--- config.mk ---
export PLATFORM = sky130hd
export DESIGN_NAME = serial_trim_bank
export DESIGN_NICKNAME = d
export VERILOG_FILES = /design/src/rtl/trim_pkg.sv /design/src/rtl/trim_sync.sv /design/src/rtl/trim_frame_rx.sv /design/src/rtl/trim_regs.sv /design/src/rtl/serial_trim_bank.sv
export SDC_FILE = /design/constraint.sdc
export NUM_CORES = 1
export LEC_CHECK = 0
export CAP_MARGIN = 20
export CORE_UTILIZATION = 45
export DETAILED_ROUTE_END_ITERATION = 10
export PLACE_DENSITY = 0.72
export SYNTH_ARGS = -nofsm -noshare
export SYNTH_HDL_FRONTEND = slang
export SYNTH_SLANG_ARGS = --single-unit
--- constraint.sdc ---
create_clock -name clk -period 5.6 [get_ports clk]
set_clock_uncertainty 0.2 [all_clocks]
set_input_delay 0.56 -clock clk [delete_from_list [all_inputs] [get_ports clk]]
set_output_delay 0.56 -clock clk [all_outputs]
set_load 0.02 [all_outputs]
--- src/rtl/trim_pkg.sv ---
package trim_pkg;
    typedef enum logic [1:0] {
        RX_IDLE   = 2'd0,
        RX_SHIFT  = 2'd1,
        RX_COMMIT = 2'd2
    } rx_state_t;
endpackage

--- src/rtl/trim_sync.sv ---
module trim_sync #(
    parameter int          W       = 1,
    parameter logic [W-1:0] RST_VAL = '0
) (
    input  logic         clk,
    input  logic         rst_n,
    input  logic [W-1:0] d,
    output logic [W-1:0] q
);
    logic [W-1:0] meta;

    always_ff @(posedge clk or negedge rst_n) begin
        if (!rst_n) begin
            meta <= RST_VAL;
            q    <= RST_VAL;
        end else begin
            meta <= d;
            q    <= meta;
        end
    end
endmodule

--- src/rtl/trim_frame_rx.sv ---
module trim_frame_rx
    import trim_pkg::*;
#(
    parameter int ADDR_W = 4,
    parameter int CODE_W = 8
) (
    input  logic              clk,
    input  logic              rst_n,
    input  logic              sel_low,
    input  logic              sclk_rise,
    input  logic              sdi_bit,
    output logic              commit,
    output logic [ADDR_W-1:0] addr,
    output logic [CODE_W-1:0] data
);
    localparam int FRAME_W = ADDR_W + CODE_W;
    localparam int CNT_W   = $clog2(FRAME_W + 1);
    localparam logic [CNT_W-1:0] CNT_FULL = CNT_W'(FRAME_W);

    rx_state_t        state, state_nx;
    logic [FRAME_W-1:0] frame_sr;
    logic [CNT_W-1:0]   bit_cnt;

    // state register
    always_ff @(posedge clk or negedge rst_n) begin
        if (!rst_n) state <= RX_IDLE;
        else        state <= state_nx;
    end

    // next-state decode
    always_comb begin
        state_nx = state;
        unique case (state)
            RX_IDLE:   if (sel_low)  state_nx = RX_SHIFT;
            RX_SHIFT:  if (!sel_low) state_nx = RX_COMMIT;
            RX_COMMIT: state_nx = RX_IDLE;
            default:   state_nx = RX_IDLE;
        endcase
    end

    // frame shifter and saturating bit counter
    always_ff @(posedge clk or negedge rst_n) begin
        if (!rst_n) begin
            frame_sr <= '0;
            bit_cnt  <= '0;
        end else if (state == RX_IDLE) begin
            bit_cnt <= '0;
        end else if (state == RX_SHIFT && sclk_rise) begin
            frame_sr <= {frame_sr[FRAME_W-2:0], sdi_bit};
            if (bit_cnt != CNT_FULL) bit_cnt <= bit_cnt + 1'b1;
        end
    end

    // outputs
    always_comb begin
        commit = (state == RX_COMMIT) && (bit_cnt == CNT_FULL);
        addr   = frame_sr[FRAME_W-1:CODE_W];
        data   = frame_sr[CODE_W-1:0];
    end
endmodule

--- src/rtl/trim_regs.sv ---
module trim_regs #(
    parameter int              NUM_CH   = 12,
    parameter int              CODE_W   = 8,
    parameter int              ADDR_W   = 4,
    parameter logic [CODE_W-1:0] MID_CODE = 8'h80
) (
    input  logic                     clk,
    input  logic                     clr_n,
    input  logic                     wr,
    input  logic [ADDR_W-1:0]        waddr,
    input  logic [CODE_W-1:0]        wdata,
    output logic [NUM_CH*CODE_W-1:0] codes
);
    for (genvar ch = 0; ch < NUM_CH; ch++) begin : g_ch
        logic [CODE_W-1:0] code_q;

        always_ff @(posedge clk or negedge clr_n) begin
            if (!clr_n)                              code_q <= MID_CODE;
            else if (wr && waddr == ADDR_W'(ch))     code_q <= wdata;
        end

        assign codes[ch*CODE_W +: CODE_W] = code_q;
    end
endmodule

--- src/rtl/serial_trim_bank.sv ---
module serial_trim_bank #(
    parameter int              NUM_CH   = 12,
    parameter int              CODE_W   = 8,
    parameter int              ADDR_W   = 4,
    parameter logic [CODE_W-1:0] MID_CODE = 8'h80
) (
    input  logic                     clk,
    input  logic                     rst_n,
    input  logic                     preset_n,
    input  logic                     sclk,
    input  logic                     sdi,
    input  logic                     cs_n,
    input  logic                     shdn_n,
    output logic [NUM_CH*CODE_W-1:0] codes,
    output logic                     pd_n
);
    logic [2:0]        pins_s;
    logic              sclk_d;
    logic              sclk_rise;
    logic              frame_commit;
    logic [ADDR_W-1:0] frame_addr;
    logic [CODE_W-1:0] frame_data;
    logic              bank_clr_n;

    // bit 2: sclk, bit 1: cs_n (idle high), bit 0: sdi
    trim_sync #(.W(3), .RST_VAL(3'b010)) u_sync (
        .clk   (clk),
        .rst_n (rst_n),
        .d     ({sclk, cs_n, sdi}),
        .q     (pins_s)
    );

    always_ff @(posedge clk or negedge rst_n) begin
        if (!rst_n) sclk_d <= 1'b0;
        else        sclk_d <= pins_s[2];
    end

    assign sclk_rise = pins_s[2] & ~sclk_d;

    trim_frame_rx #(.ADDR_W(ADDR_W), .CODE_W(CODE_W)) u_rx (
        .clk       (clk),
        .rst_n     (rst_n),
        .sel_low   (~pins_s[1]),
        .sclk_rise (sclk_rise),
        .sdi_bit   (pins_s[0]),
        .commit    (frame_commit),
        .addr      (frame_addr),
        .data      (frame_data)
    );

    assign bank_clr_n = rst_n & preset_n;

    trim_regs #(
        .NUM_CH   (NUM_CH),
        .CODE_W   (CODE_W),
        .ADDR_W   (ADDR_W),
        .MID_CODE (MID_CODE)
    ) u_regs (
        .clk   (clk),
        .clr_n (bank_clr_n),
        .wr    (frame_commit),
        .waddr (frame_addr),
        .wdata (frame_data),
        .codes (codes)
    );

    assign pd_n = shdn_n;
endmodule

==> flow_summary.json <==
{
  "drc": 0,
  "synth_fa_ha_area_share_pct": 0.532,
  "peakVddDrop_mv": 0.176,
  "fin_ws_ps": 3160,
  "fin_nets": 428,
  "areaGrowthSynthToFinish_pct": 35.9,
  "cts_buffers": 17,
  "dpl_cell_area_um2": 5810,
  "finalCriticalPeriod_ps": 2440,
  "routedWlPerCell_um": 18.4,
  "critical_path.cell_chain": "inv_1, ha_1, and3_1, nand4_2, mux2_2",
  "r2r_end": "u_regs.g_ch[7].code_q[4]$_DFFE_PN0P_",
  "synth_seq_cells": 121,
  "clk_latency_ps": 520,
  "rows": 36,
  "port_buffers": 101,
  "htree_levels": 4,
  "seqCellArea_um2": 3050,
  "yosys.area_share.simple_pct": 8.75,
  "cts_root_buf": "clkbuf_8",
  "grt_overflow": 0,
  "grt_usage_pct": 20.8,
  "vias_per_cell": 5.14,
  "startpoint": "u_rx.bit_cnt[0]$_DFFE_PN0P_",
  "power_mw": 2.00,
  "multiInputGateArea_um2": 1570,
  "worstHoldPathType": "reg -> reg",
  "clockBufferDepth": 2,
  "endpoint_kind": "flop",
  "path_class": "reg -> reg",
  "cp.required_ps": 5800,
  "grt_pass1_vias": 3073,
  "setup_violations": 0,
  "status": "complete, no violations",
  "slowest_stage": "and3_1",
  "die_area_um2": 10900,
  "grt_setup_unrepaired": "false",
  "cts_tree": "done",
  "synth_top_family_by_area": "multiplexers",
  "arrival_ps": 2640,
  "coreArea_um2": 9950,
  "wl_met3_um": 737,
  "top_layer_used": "met4",
  "drtAntennaViolNets": 0,
  "synth_compound_area_share_pct": 0.798,
  "start_util_pct": 47.2,
  "top_level_ports": 104,
  "worstPathMaxFanout": 15,
  "postSynthCellCount": 314,
  "finalCritPeriodShare_pct": 43.6,
  "reg2reg_slack_ps": 3160,
  "pre_cts_ws_ps": 2780,
  "grt_start_max_net_pins": 81,
  "cts_sinks": 121,
  "dr.first_iter.drc_count": 89,
  "p_leak_nw": 3.03,
  "path_buf_inv": 1,
  "yosys_warnings": 0,
  "n_fill_cell": 744,
  "critPathLaunchType": "flop",
  "synth_fp_nets": 323,
  "fp.dieW_um": 104,
  "wl_met1_um": 4600,
  "power_density_nw_per_um2": 313,
  "drive_above_1_share_pct": 37.0,
  "met2_wirelength_um": 5010,
  "synth-seq-area-share_pct": 64.8,
  "path_delay_family": "simple AND/OR/NAND/NOR gates",
  "finalHoldViolations": 0,
  "grt_pass1_wl_um": 16900,
  "slew_headroom_pct": 52.0,
  "maxCapViolCount": 0,
  "routed_wl_um": 10400,
  "synth-xor-area-share_pct": 0,
  "firstDrtPassIters": 4,
  "die_h_um": 104,
  "slowest_delay_ps": 630,
  "worst_pin_slew_ps": 720,
  "dp_hpwl_um": 6650,
  "gp_congestion": 0.741,
  "drv_slew": 0,
  "netlist_area_um2": 4700,
  "postCtsSetupRepairBufs": 0,
  "diodes": 0,
  "cts_hold_buf": 0,
  "syn_avg_cell_area_um2": 15.0,
  "utilization_pct": 64.2,
  "reg2reg_from": "u_rx.bit_cnt[0]$_DFFE_PN0P_",
  "vias": 2902,
  "path_clk_slew_ps": 60,
  "antenna_found_initial": 0,
  "synthMuxAreaShare_pct": 23.2,
  "fmax_mhz": 409,
  "path_depth": 5,
  "stdcell_area_um2": 6390,
  "fin_setup_tns_ps": 0,
  "cts.repair.resized": 0,
  "crit_path_end": "u_regs.g_ch[7].code_q[4]$_DFFE_PN0P_",
  "r2r_cells": 5,
  "ys_types": 26
}
## Yosys cell counts, drive strengths merged
| cell | instances | area [µm²] |
|---|---|---|
| a21oi | 3 | 15.0 |
| and4bb | 3 | 37.5 |
| and3 | 1 | 6.26 |
| nor2 | 3 | 11.3 |
| mux2 | 96 | 1080 |
| nand4 | 3 | 37.5 |
| clkbuf | 10 | 37.5 |
| nor4b | 1 | 23.8 |
| nand2 | 36 | 135 |
| dfrtp | 107 | 2680 |
| buf | 8 | 46.3 |
| or3 | 1 | 6.26 |
| dfstp | 14 | 368 |
| inv | 2 | 7.51 |
| o21ai | 3 | 15.0 |
| nand4bb | 1 | 11.3 |
| o31ai | 1 | 7.51 |
| ha | 2 | 25.0 |
| nand3 | 14 | 115 |
| nor2b | 2 | 12.5 |
| and3b | 1 | 8.76 |
| mux2i | 1 | 10.0 |
| and2 | 1 | 6.26 |
## layout by cell type (no fill, tap or decap)
cell	count
buf_16	1
nand4bb_1	1
ha_1	2
and3_1	1
a21oi_1	3
nand4_2	3
or3_1	1
nor2_1	3
o31ai_1	1
and3b_1	1
nor4b_4	1
nand2_1	36
and2_4	1
clkinv_2	4
clkinvlp_4	3
mux2i_1	1
inv_1	2
clkdlybuf4s50_1	101
clkinv_4	3
nand3_2	9
clkbuf_16	16
and4bb_2	3
bufinv_16	1
clkbuf_1	2
clkbuf_8	3
buf_4	2
nand3_1	5
nor2b_1	2
dfrtp_1	107
mux2_2	96
dfstp_2	14
o21ai_0	3
## cell families (layout without fill, tap and decap cells)
group / Yosys count / in the layout
mux: 97 / 97
fa+ha+maj: 2 / 2
compound gates: 7 / 7
flops: 121 / 121
simple gates: 67 / 67
buf+inv: 20 / 138
## power by group
group | total [mW] | internal, mW | switching, mW
Combinational | 0.0491 | 0.0186 | 0.0306
Sequential | 0.965 | 0.893 | 0.0722
Clock | 0.988 | 0.609 | 0.379
## metal layers
layer | global-route usage, % | vias up
li1 | - | 1305
met1 | 26.4 | 1485
met2 | 32.7 | 103
met3 | 8.83 | 9
met4 | 5.82 | 0
met5 | 0 | -
## worst min-delay path by stage
stage,startpoint,end,slack [ps],cells past startpoint
5_1_grt,u_sync.meta[0]$_DFF_PN0_,u_sync.q[0]$_DFF_PN0_,160,0
3_5_place_dp,u_sync.meta[0]$_DFF_PN0_,u_sync.q[0]$_DFF_PN0_,140,0
6_report,u_sync.meta[0]$_DFF_PN0_,u_sync.q[0]$_DFF_PN0_,150,0
4_1_cts,u_sync.meta[0]$_DFF_PN0_,u_sync.q[0]$_DFF_PN0_,150,0
2_1_floorplan,rst_n,sclk_d$_DFF_PN0_,60,0
3_3_place_gp,u_sync.meta[2]$_DFF_PN0_,u_sync.q[2]$_DFF_PN0_,130,0
## sequential cells by signal, indices dropped and copies added, names as in the netlist
| signal | flops |
|---|---|
| u_regs.g_ch.code_q | 96 |
| sclk_d | 1 |
| u_sync.q | 3 |
| u_sync.meta | 3 |
| u_rx.frame_sr | 12 |
| u_rx.state | 2 |
| u_rx.bit_cnt | 4 |
## area by class of cell
class | instances | area share, %
inverters | 2 | 0.118
clock buffers | 21 | 7.03
clock inverters | 11 | 1.55
repair buffers | 104 | 16.5
flip-flops and latches | 121 | 47.7
multi-input cells | 173 | 24.5
well taps | 133 | 2.60
## per-stage QoR
stage	hold WS, ps	std cells
after floorplan	64.4	314
after global placement	132	532
after detailed placement	136	532
after CTS	148	564
after global routing	156	565
final	148	565
Note: power is estimated with default switching activity, not from simulation.
